### src/rtl/cs_xfer_pkg.sv
// Shared definitions for the cycle-stealing transfer engine.
// Assumes: nothing beyond IEEE 1800-2017.
package cs_xfer_pkg;

    // Sequencer states: choose a channel, hold the memory request, acknowledge
    typedef enum logic [1:0] {
        ST_IDLE = 2'd0,
        ST_REQ  = 2'd1,
        ST_ACK  = 2'd2
    } xfer_state_t;

    // Configuration register selects
    localparam logic [1:0] SEL_ADDR   = 2'd0;
    localparam logic [1:0] SEL_COUNT  = 2'd1;
    localparam logic [1:0] SEL_CADDR  = 2'd2;
    localparam logic [1:0] SEL_CCOUNT = 2'd3;

endpackage

### src/rtl/cs_chan_slot.sv
// One channel's state: next address, remaining count, chained block, done flag.
// Assumes: step is asserted only while the channel is active; a configuration
// write and a step in the same cycle resolve in favour of the write.
module cs_chan_slot
    import cs_xfer_pkg::*;
#(
    parameter int REG_W = 16
) (
    input  logic             clk,
    input  logic             rst_n,
    input  logic             wr_en,
    input  logic [1:0]       wr_sel,
    input  logic [REG_W-1:0] wr_data,
    input  logic             step,
    output logic [REG_W-1:0] addr,
    output logic             active,
    output logic             done
);

    logic [REG_W-1:0] count;
    logic [REG_W-1:0] chain_addr;
    logic [REG_W-1:0] chain_count;
    logic             chain_arm;
    logic             last_word;

    assign active    = (count != '0);
    assign last_word = (count == REG_W'(1));

    // Register loads from the processor and per-word advance with optional chaining
    always_ff @(posedge clk) begin
        if (!rst_n) begin
            addr        <= '0;
            count       <= '0;
            chain_addr  <= '0;
            chain_count <= '0;
            chain_arm   <= 1'b0;
            done        <= 1'b0;
        end else if (wr_en) begin
            case (wr_sel)
                SEL_ADDR:   addr <= wr_data;
                SEL_COUNT: begin
                    count <= wr_data;
                    done  <= 1'b0;
                end
                SEL_CADDR:  chain_addr <= wr_data;
                default: begin
                    chain_count <= wr_data;
                    chain_arm   <= 1'b1;
                end
            endcase
        end else if (step) begin
            if (last_word && chain_arm) begin
                addr      <= chain_addr;
                count     <= chain_count;
                chain_arm <= 1'b0;
                done      <= (chain_count == '0);
            end else begin
                addr  <= addr + REG_W'(1);
                count <= count - REG_W'(1);
                done  <= last_word;
            end
        end
    end

endmodule

### src/rtl/cs_prio_pick.sv
// Fixed-priority selector: lowest-numbered asserted bit wins.
// Assumes: IDX_W is wide enough to hold NCH-1.
module cs_prio_pick #(
    parameter int NCH   = 8,
    parameter int IDX_W = 3
) (
    input  logic [NCH-1:0]   cand,
    output logic             hit,
    output logic [IDX_W-1:0] idx
);

    // Scan from the top down so the lowest index is the last to overwrite
    always_comb begin
        hit = |cand;
        idx = '0;
        for (int i = NCH - 1; i >= 0; i--) begin
            if (cand[i]) idx = IDX_W'(i);
        end
    end

endmodule

### src/rtl/cs_xfer_engine.sv
// Multichannel cycle-stealing block transfer engine (top).
// Picks one eligible channel, holds a memory request until granted, moves one
// word, acknowledges the device for one cycle, then arbitrates again.
// Assumes: devices hold dev_dir and dev_wdata stable while their request is
// pending; memory returns read data in the grant cycle.
module cs_xfer_engine
    import cs_xfer_pkg::*;
#(
    parameter int NCH   = 8,
    parameter int REG_W = 16,
    parameter int DW    = 16,
    parameter int CHW   = $clog2(NCH)
) (
    input  logic              clk,
    input  logic              rst_n,
    input  logic              cfg_we,
    input  logic [CHW-1:0]    cfg_ch,
    input  logic [1:0]        cfg_sel,
    input  logic [REG_W-1:0]  cfg_data,
    input  logic [NCH-1:0]    dev_req,
    input  logic [NCH-1:0]    dev_dir,
    input  logic [NCH*DW-1:0] dev_wdata,
    output logic [NCH-1:0]    dev_ack,
    output logic [DW-1:0]     dev_rdata,
    output logic              mem_req,
    input  logic              mem_gnt,
    output logic [REG_W-1:0]  mem_addr,
    output logic              mem_we,
    output logic [DW-1:0]     mem_wdata,
    input  logic [DW-1:0]     mem_rdata,
    output logic [NCH-1:0]    done
);

    xfer_state_t      state;
    logic [CHW-1:0]   win;
    logic [DW-1:0]    rd_q;
    logic [NCH-1:0]   active_vec;
    logic [NCH-1:0]   step_vec;
    logic [NCH-1:0]   eligible;
    logic             pick_hit;
    logic [CHW-1:0]   pick_idx;
    logic [REG_W-1:0] addr_arr [NCH];

    // Per-channel register slots
    for (genvar g = 0; g < NCH; g++) begin : g_slot
        assign step_vec[g] = (state == ST_REQ) && mem_gnt && (win == CHW'(g));
        assign dev_ack[g]  = (state == ST_ACK) && (win == CHW'(g));

        cs_chan_slot #(.REG_W(REG_W)) u_slot (
            .clk     (clk),
            .rst_n   (rst_n),
            .wr_en   (cfg_we && (cfg_ch == CHW'(g))),
            .wr_sel  (cfg_sel),
            .wr_data (cfg_data),
            .step    (step_vec[g]),
            .addr    (addr_arr[g]),
            .active  (active_vec[g]),
            .done    (done[g])
        );
    end

    assign eligible = dev_req & active_vec;

    cs_prio_pick #(.NCH(NCH), .IDX_W(CHW)) u_pick (
        .cand (eligible),
        .hit  (pick_hit),
        .idx  (pick_idx)
    );

    // Sequencer: arbitrate, steal one memory cycle, acknowledge
    always_ff @(posedge clk) begin
        if (!rst_n) begin
            state <= ST_IDLE;
            win   <= '0;
            rd_q  <= '0;
        end else begin
            case (state)
                ST_IDLE: if (pick_hit) begin
                    win   <= pick_idx;
                    state <= ST_REQ;
                end
                ST_REQ: if (mem_gnt) begin
                    rd_q  <= mem_rdata;
                    state <= ST_ACK;
                end
                default: state <= ST_IDLE;
            endcase
        end
    end

    assign mem_req   = (state == ST_REQ);
    assign mem_addr  = addr_arr[win];
    assign mem_we    = ~dev_dir[win];
    assign mem_wdata = dev_wdata[int'(win)*DW +: DW];
    assign dev_rdata = rd_q;

endmodule

### config.mk
export PLATFORM = sky130hd
export DESIGN_NAME = cs_xfer_engine
export DESIGN_NICKNAME = d
export VERILOG_FILES = /design/src/rtl/cs_xfer_pkg.sv /design/src/rtl/cs_chan_slot.sv /design/src/rtl/cs_prio_pick.sv /design/src/rtl/cs_xfer_engine.sv
export SDC_FILE = /design/constraint.sdc
export NUM_CORES = 2
export LEC_CHECK = 0
export ABC_AREA = 1
export CELL_PAD_IN_SITES_DETAIL_PLACEMENT = 1
export CELL_PAD_IN_SITES_GLOBAL_PLACEMENT = 1
export CORE_MARGIN = 5
export CORE_UTILIZATION = 44
export CTS_BUF_LIST = sky130_fd_sc_hd__clkbuf_8
export CTS_CLUSTER_SIZE = 12
export DETAILED_ROUTE_END_ITERATION = 7
export PLACE_DENSITY_LB_ADDON = 0.1
export SYNTH_ARGS = -nofsm -noshare
export SYNTH_HDL_FRONTEND = slang
export SYNTH_SLANG_ARGS = --single-unit
### constraint.sdc
create_clock -name clk -period 2.1 [get_ports clk]
set_input_delay 0.63 -clock clk [delete_from_list [all_inputs] [get_ports clk]]
set_output_delay 0.63 -clock clk [all_outputs]
set_load 0.02 [all_outputs]
Word level (Yosys, flattened, before mapping):

Index checks and enable logic that the tools add are counted.

* logic and storage cells: 356
* ROM bits: 0
* bits of input ports: 185
* flip-flop bits (word level): 549
* output and inout port bits: 66
* bits in writable memories: 0
* memories kept: 0
* latch bits: 0

* bitwise operators: 4
* eq/ne operators: 52
* shift operators: 1
* multipliers: 0
* muxes and demuxes: 116
* order comparisons: 2
* reduce and logical (&&, ||, !) cells: 114
* add/subtract/negate cells: 16
* div/mod/pow operators: 0

Operators with widths (number)
* two-way mux 16 bit: 52
* adder 16 x 1 -> 16 bit, second input constant: 8
* equality test 16 x 1 -> 1 bit, second input constant: 8
* zero test 16 bit: 8
* nonzero test 16 bit: 8
* indexed part select 128 x 8 -> 16 bit: 1
* subtractor 16 x 1 -> 16 bit, second input constant: 8
* AND reduction 2 bit: 35
* two-way mux 1 bit: 51
* != test 2 bit, second input constant: 25
* binary-select mux 16 bit (select 3 bit): 1
* logical AND 1 bit: 33
* nonzero test 2 bit: 16
* equality test 3 bit, second input constant: 8
* two-way mux 3 bit: 8
* AND reduction 3 bit: 8
* equality test 3 x 2 -> 1 bit, second input constant: 4
* bitwise AND 8 bit: 1
* OR reduction 8 bit: 1
* equality test 3 x 1 -> 1 bit, second input constant: 2
* zero test 3 bit: 2
* equality test 2 x 1 -> 1 bit, second input constant: 2
* equality test 2 bit, second input constant: 2
* >= comparator 4 bit, second input constant: 1
* other kinds (9): 12

Logic depth before layout (Yosys ltp):

* depth in word-level cells: 10
* depth in mapped cells: 14
* mapped depth without buffers: 14

By module:

From an unflattened synthesis, not the netlist that was laid out.

* cell total of the unflattened synthesis: 5792
* area, all modules: 35256.3 um^2

Modules (own cells, without submodules)
* cs_chan_slot (g_slot[0].u_slot ...): times used 6, sequential area each 1321.3 um^2, cells an instance 608, area an instance 3891.2 um^2
* cs_chan_slot (g_slot[6].u_slot ...): times used 2, sequential area each 1321.3 um^2, cells an instance 608, area an instance 3946.3 um^2
* cs_xfer_engine: times used 1, sequential area each 420.4 um^2, cells an instance 906, area an instance 3917.5 um^2
* cs_prio_pick: times used 1, sequential area each 0.0 um^2, cells an instance 22, area an instance 98.8 um^2

Worst setup path after synthesis:

OpenSTA, ideal clock, no wires.

* path kind: register to output
* from: register win[0]
* to: output port mem_wdata[4]
* arrival time: 1644 ps
* buffers on the path: 2
* stages on the path, launching flop included: 9
* required time: 1470 ps
* slack: -174 ps
* cells stage by stage: dfxtp_1 inv_2 nor2_2 buf_2 clkbuf_1 nand2_1 nand4_1 nor2_1 a31oi_1

* cells in the longest elaborated chain, start to end: 1

Ends and longest elaborated chain
* start, declared: RTL line cs_xfer_engine.sv:35 `logic [CHW-1:0] win;`
* start signal, assigned: RTL line cs_xfer_engine.sv:79 `win <= pick_idx;`
* indexed part select 128 x 8 -> 16 bit: RTL line cs_xfer_engine.sv:94 `assign mem_wdata = dev_wdata[int'(win)*DW +: DW];`
* end, declared: RTL line cs_xfer_engine.sv:29 `output logic [DW-1:0] mem_wdata,`

Every way passes these cells.

Worst setup path in the final report:

* from: register win[1]
* to: output port mem_addr[13]

* cells in the longest elaborated chain, start to end: 4

Ends and longest elaborated chain
* inverter 3 -> 4 bit (not written as such): RTL line cs_xfer_engine.sv:92 `assign mem_addr = addr_arr[win];`
* binary-select mux 16 bit (select 3 bit): RTL line cs_xfer_engine.sv:92
* two-way mux 16 bit (not written as such) (2 in a row): RTL line cs_xfer_engine.sv:92
* end, declared: RTL line cs_xfer_engine.sv:27 `output logic [REG_W-1:0] mem_addr,`

Every way passes these cells. The select of a mux whose other input is x is not followed.

==> summary.txt <==
Clock tree
  – CTS tree: yes
  – Worst skew pair latency: approximately 0.74 ns
  – Root buf cell: clkbuf_8
  – H-tree Lvls: 3
  – Clk sink count: 549
  – Clock Path Buffers: 3
  – Num CTS Buffers: 100
  – Hold Buf Count CTS: 0
  – Reg clk slew, reported paths: 0.06 ns

Die
  – Die height: 272.4 um
  – Site Rows: 96
  – I/O pin count: about 250
  – Initial Util: between 40% and 50%
  – Die X: 272.4 um
  – Die ar.: between 70,000 and 80,000 um2
  – Core area: 68,470 um2

Timing
  – Tcrit/Tclk final: 153.0%
  – Worst Skew: 0.05430 ns
  – Max Freq: ~310 MHz
  – Final Hold Viols: 0
  – Unrepaired setup endpoints after global routing: yes
  – Setup Viol. Count Final: 66
  – Final setup margin: -1.113 ns
  – Minimum clock period: 3.213 ns
  – Rel. slew slack: about three fifths
  – Slew Limit Fails: 0
  – Fin Setup TNS: -37.92 ns
  – Worst-Margin Slew: about 0.6 ns

Synth
  – Seq/Total Area, Yosys: 36.28%
  – Synth async-reset ratio: 0%
  – Ys flop type: dfxtp_1
  – Most common cell in the synthesized netlist: nand2_1
  – Cells after Synth: 4,397
  – Post-synth EDFFs: 0
  – Synth warn: 0
  – Synth Net Count: 4,606
  – Netlist area before placement: 30,290 um2
  – Synth top cells by count: nand2_1 (685), o21ai_0 (557), dfxtp_1 (549), a21oi_1 (502), nor2_1 (408)
  – Post-synthesis register bit count: approximately 550
  – Synth area leaders: dfxtp_1 (36%), o21ai_0 (9.2%), nand2_1 (8.5%)
  – Unique cell type count in the Yosys netlist: 51
  – Post-synth top area share: ~36%
  – Syn avg cell area: slightly below 7 um2
  – Yosys top cell by area: dfxtp_1

Power
  – Power per cell area: a little under 900 nW/um2
  – Total power: roughly 36 mW
  – Peak VDD IR: 573.0 uV
  – Leak pwr: ~17 nW

Worst setup path
  – Worst setup EP type: primary output
  – R2R Setup Slk: -0.08 ns
  – CP startpoint kind: register
  – Setup CP Type: reg2out
  – CP Max Fanout: 5
  – Crit path from: win[1]
  – Worst R2R End: g_slot[4].u_slot.addr[13]
  – Crit path arrival time: 2.58 ns
  – CP endpoint: mem_addr[13]
  – RR Startpoint: win[1]
  – Critical Path RT: around 1.5 ns
  – FF-to-FF path depth: 12

Global route
  – First-pass GRT wire length: between 200 and 250 mm
  – Most Crowded Layer GR: met2
  – Vias in the first global route: approximately 36,000
  – Initial antenna violation count: 6
  – Largest net degree at the start of global routing: 70
  – GRT Total Usage: 35.77%
  – Grt met1 use: a little under half
  – Grt ovf: 0
  – Met2 Use GR: between 50% and 60%
  – GR Layer Usage met3: 8.439%

Finish
  – Reg area: about 11,000 um2
  – Share of cells above drive strength 1: approximately a fifth
  – Footprint of the multi-input gates: around 18,000 um2
  – Area grow syn2layout: 35.60%
  – Final Non-Filler Cells: 5,933
  – Fin nets: between 5,000 and 6,000
  – Util after Layout: approximately three fifths
  – Fillers: between 8,000 and 9,000

Detailed routing
  – Via count: between 30,000 and 40,000
  – WL final: about 150 mm
  – Initial drt markers: ~3,700
  – Avg WL per Cell: about 25 um
  – ANT nets after route: 0
  – Detailed-router iteration count before antenna repair: 8
  – DRC Markers: 2
  – DR vias/cell: ~6.1

Place
  – DP HPWL: roughly 97 mm
  – Routability cong.: about 0.95
  – Post-Place Cells: 5,687
  – IO Port Bufs: between 200 and 300

Min path
  – Worst min-delay path class: in2reg

Status
  – Failing checks: design-rule violations, negative setup slack
  – Status: finished, violations left

Job
  – Number of max-cap violations: 0
cells by family after synthesis:
family,share of synthesized area [%]
AOI/OAI and AO/OA,28.22
DFF,36.28
adders and majority gates,0.9913
xor gates and xnor gates,4.279
buffers and inverters,9.322
and+or+nand+nor,20.91
worst min path at each step:
stage	from	to	slack, ns	depth (start not counted)
3_5_place_dp	g_slot[4].u_slot.chain_addr[8]	g_slot[4].u_slot.chain_addr[8]	0.45	2
2_1_floorplan	g_slot[0].u_slot.chain_addr[11]	g_slot[0].u_slot.chain_addr[11]	0.43	2
5_1_grt	rst_n	g_slot[7].u_slot.count[15]	0.35	3
4_1_cts	rst_n	g_slot[7].u_slot.count[12]	0.31	3
3_3_place_gp	g_slot[0].u_slot.chain_addr[15]	g_slot[0].u_slot.chain_addr[15]	0.44	2
6_report	rst_n	g_slot[7].u_slot.count[12]	0.36	3
report_power, final:
part | internal (mW) | switching, mW | total (mW)
Clock | 5.86 | 5.12 | 11.0
Combinational | 5.64 | 7.71 | 13.4
Sequential | 10.9 | 0.529 | 11.4
sequential cells by signal, summed over array words and instances (netlist names):
register                   cells
win                            3
dev_rdata                     16
g_slot.u_slot.count          128
g_slot.u_slot.chain_count    128
g_slot.u_slot.chain_addr     128
state                          2
g_slot.u_slot.addr           128
g_slot.u_slot.chain_arm        8
g_slot.u_slot.done             8
critical path, stage by stage (launching register included):
cell and delay, ns:
dfxtp_4 0.41, inv_4 0.05, nor2_4 0.24, clkinvlp_4 0.19
buf_6 0.16, o22ai_1 0.22, a21oi_2 0.13, a32oi_4 0.29
buf_6 0.17
timing repair:
| action | 4_1_cts | 5_1_grt |
|---|---|---|
| cloned | 4 | 7 |
| setup endpoints to repair | 90 | 111 |
| gates resized for setup | 362 | 197 |
| hold endpoints to repair | 0 | 0 |
| buffers inserted | 29 | 28 |
| pin swaps | 34 | 53 |
routing by layer:
layer | share of wire [%] | vias up | wire length (um)
li1 | - | 16280 | -
met1 | 40 | 17790 | 59290
met2 | 45 | 1689 | 65800
met3 | 9.1 | 415 | 13320
met4 | 5.7 | 2 | 8351
met5 | 0.0095 | - | 14
cell usage in the layout (no fill, tap or decap), types with 127 or more instances in the layout:
master and count:
nand2_1 643, o21ai_0 532, dfxtp_1 532, a21oi_1 498, buf_4 386, nor2_1 382, inv_1 363, clkdlybuf4s50_1 176
a31oi_1 170, nand3_1 144, clkbuf_8 127
cell type report:
cell class | count | area share, %
Antenna cell | 1 | 0.006092
Clock buffer | 127 | 4.255
Clock inverter | 61 | 0.9290
Inverter | 375 | 3.506
Multi-Input combinational cell | 3170 | 42.63
Sequential cell | 549 | 26.83
Tap cell | 882 | 2.686
Timing Repair Buffer | 768 | 19.16
metrics by stage:
stage / setup WS, ns / hold WS (ns) / area [um2]
5_1_grt: -1.193 / 0.3527 / 41080
3_3_place_gp: -0.8551 / 0.4366 / 37200
2_1_floorplan: -0.04416 / 0.4297 / 30450
4_1_cts: -0.9730 / 0.3078 / 40030
3_5_place_dp: -0.8369 / 0.4457 / 37200
6_report: -1.113 / 0.3609 / 41080
(Power assumes the default switching activity.)
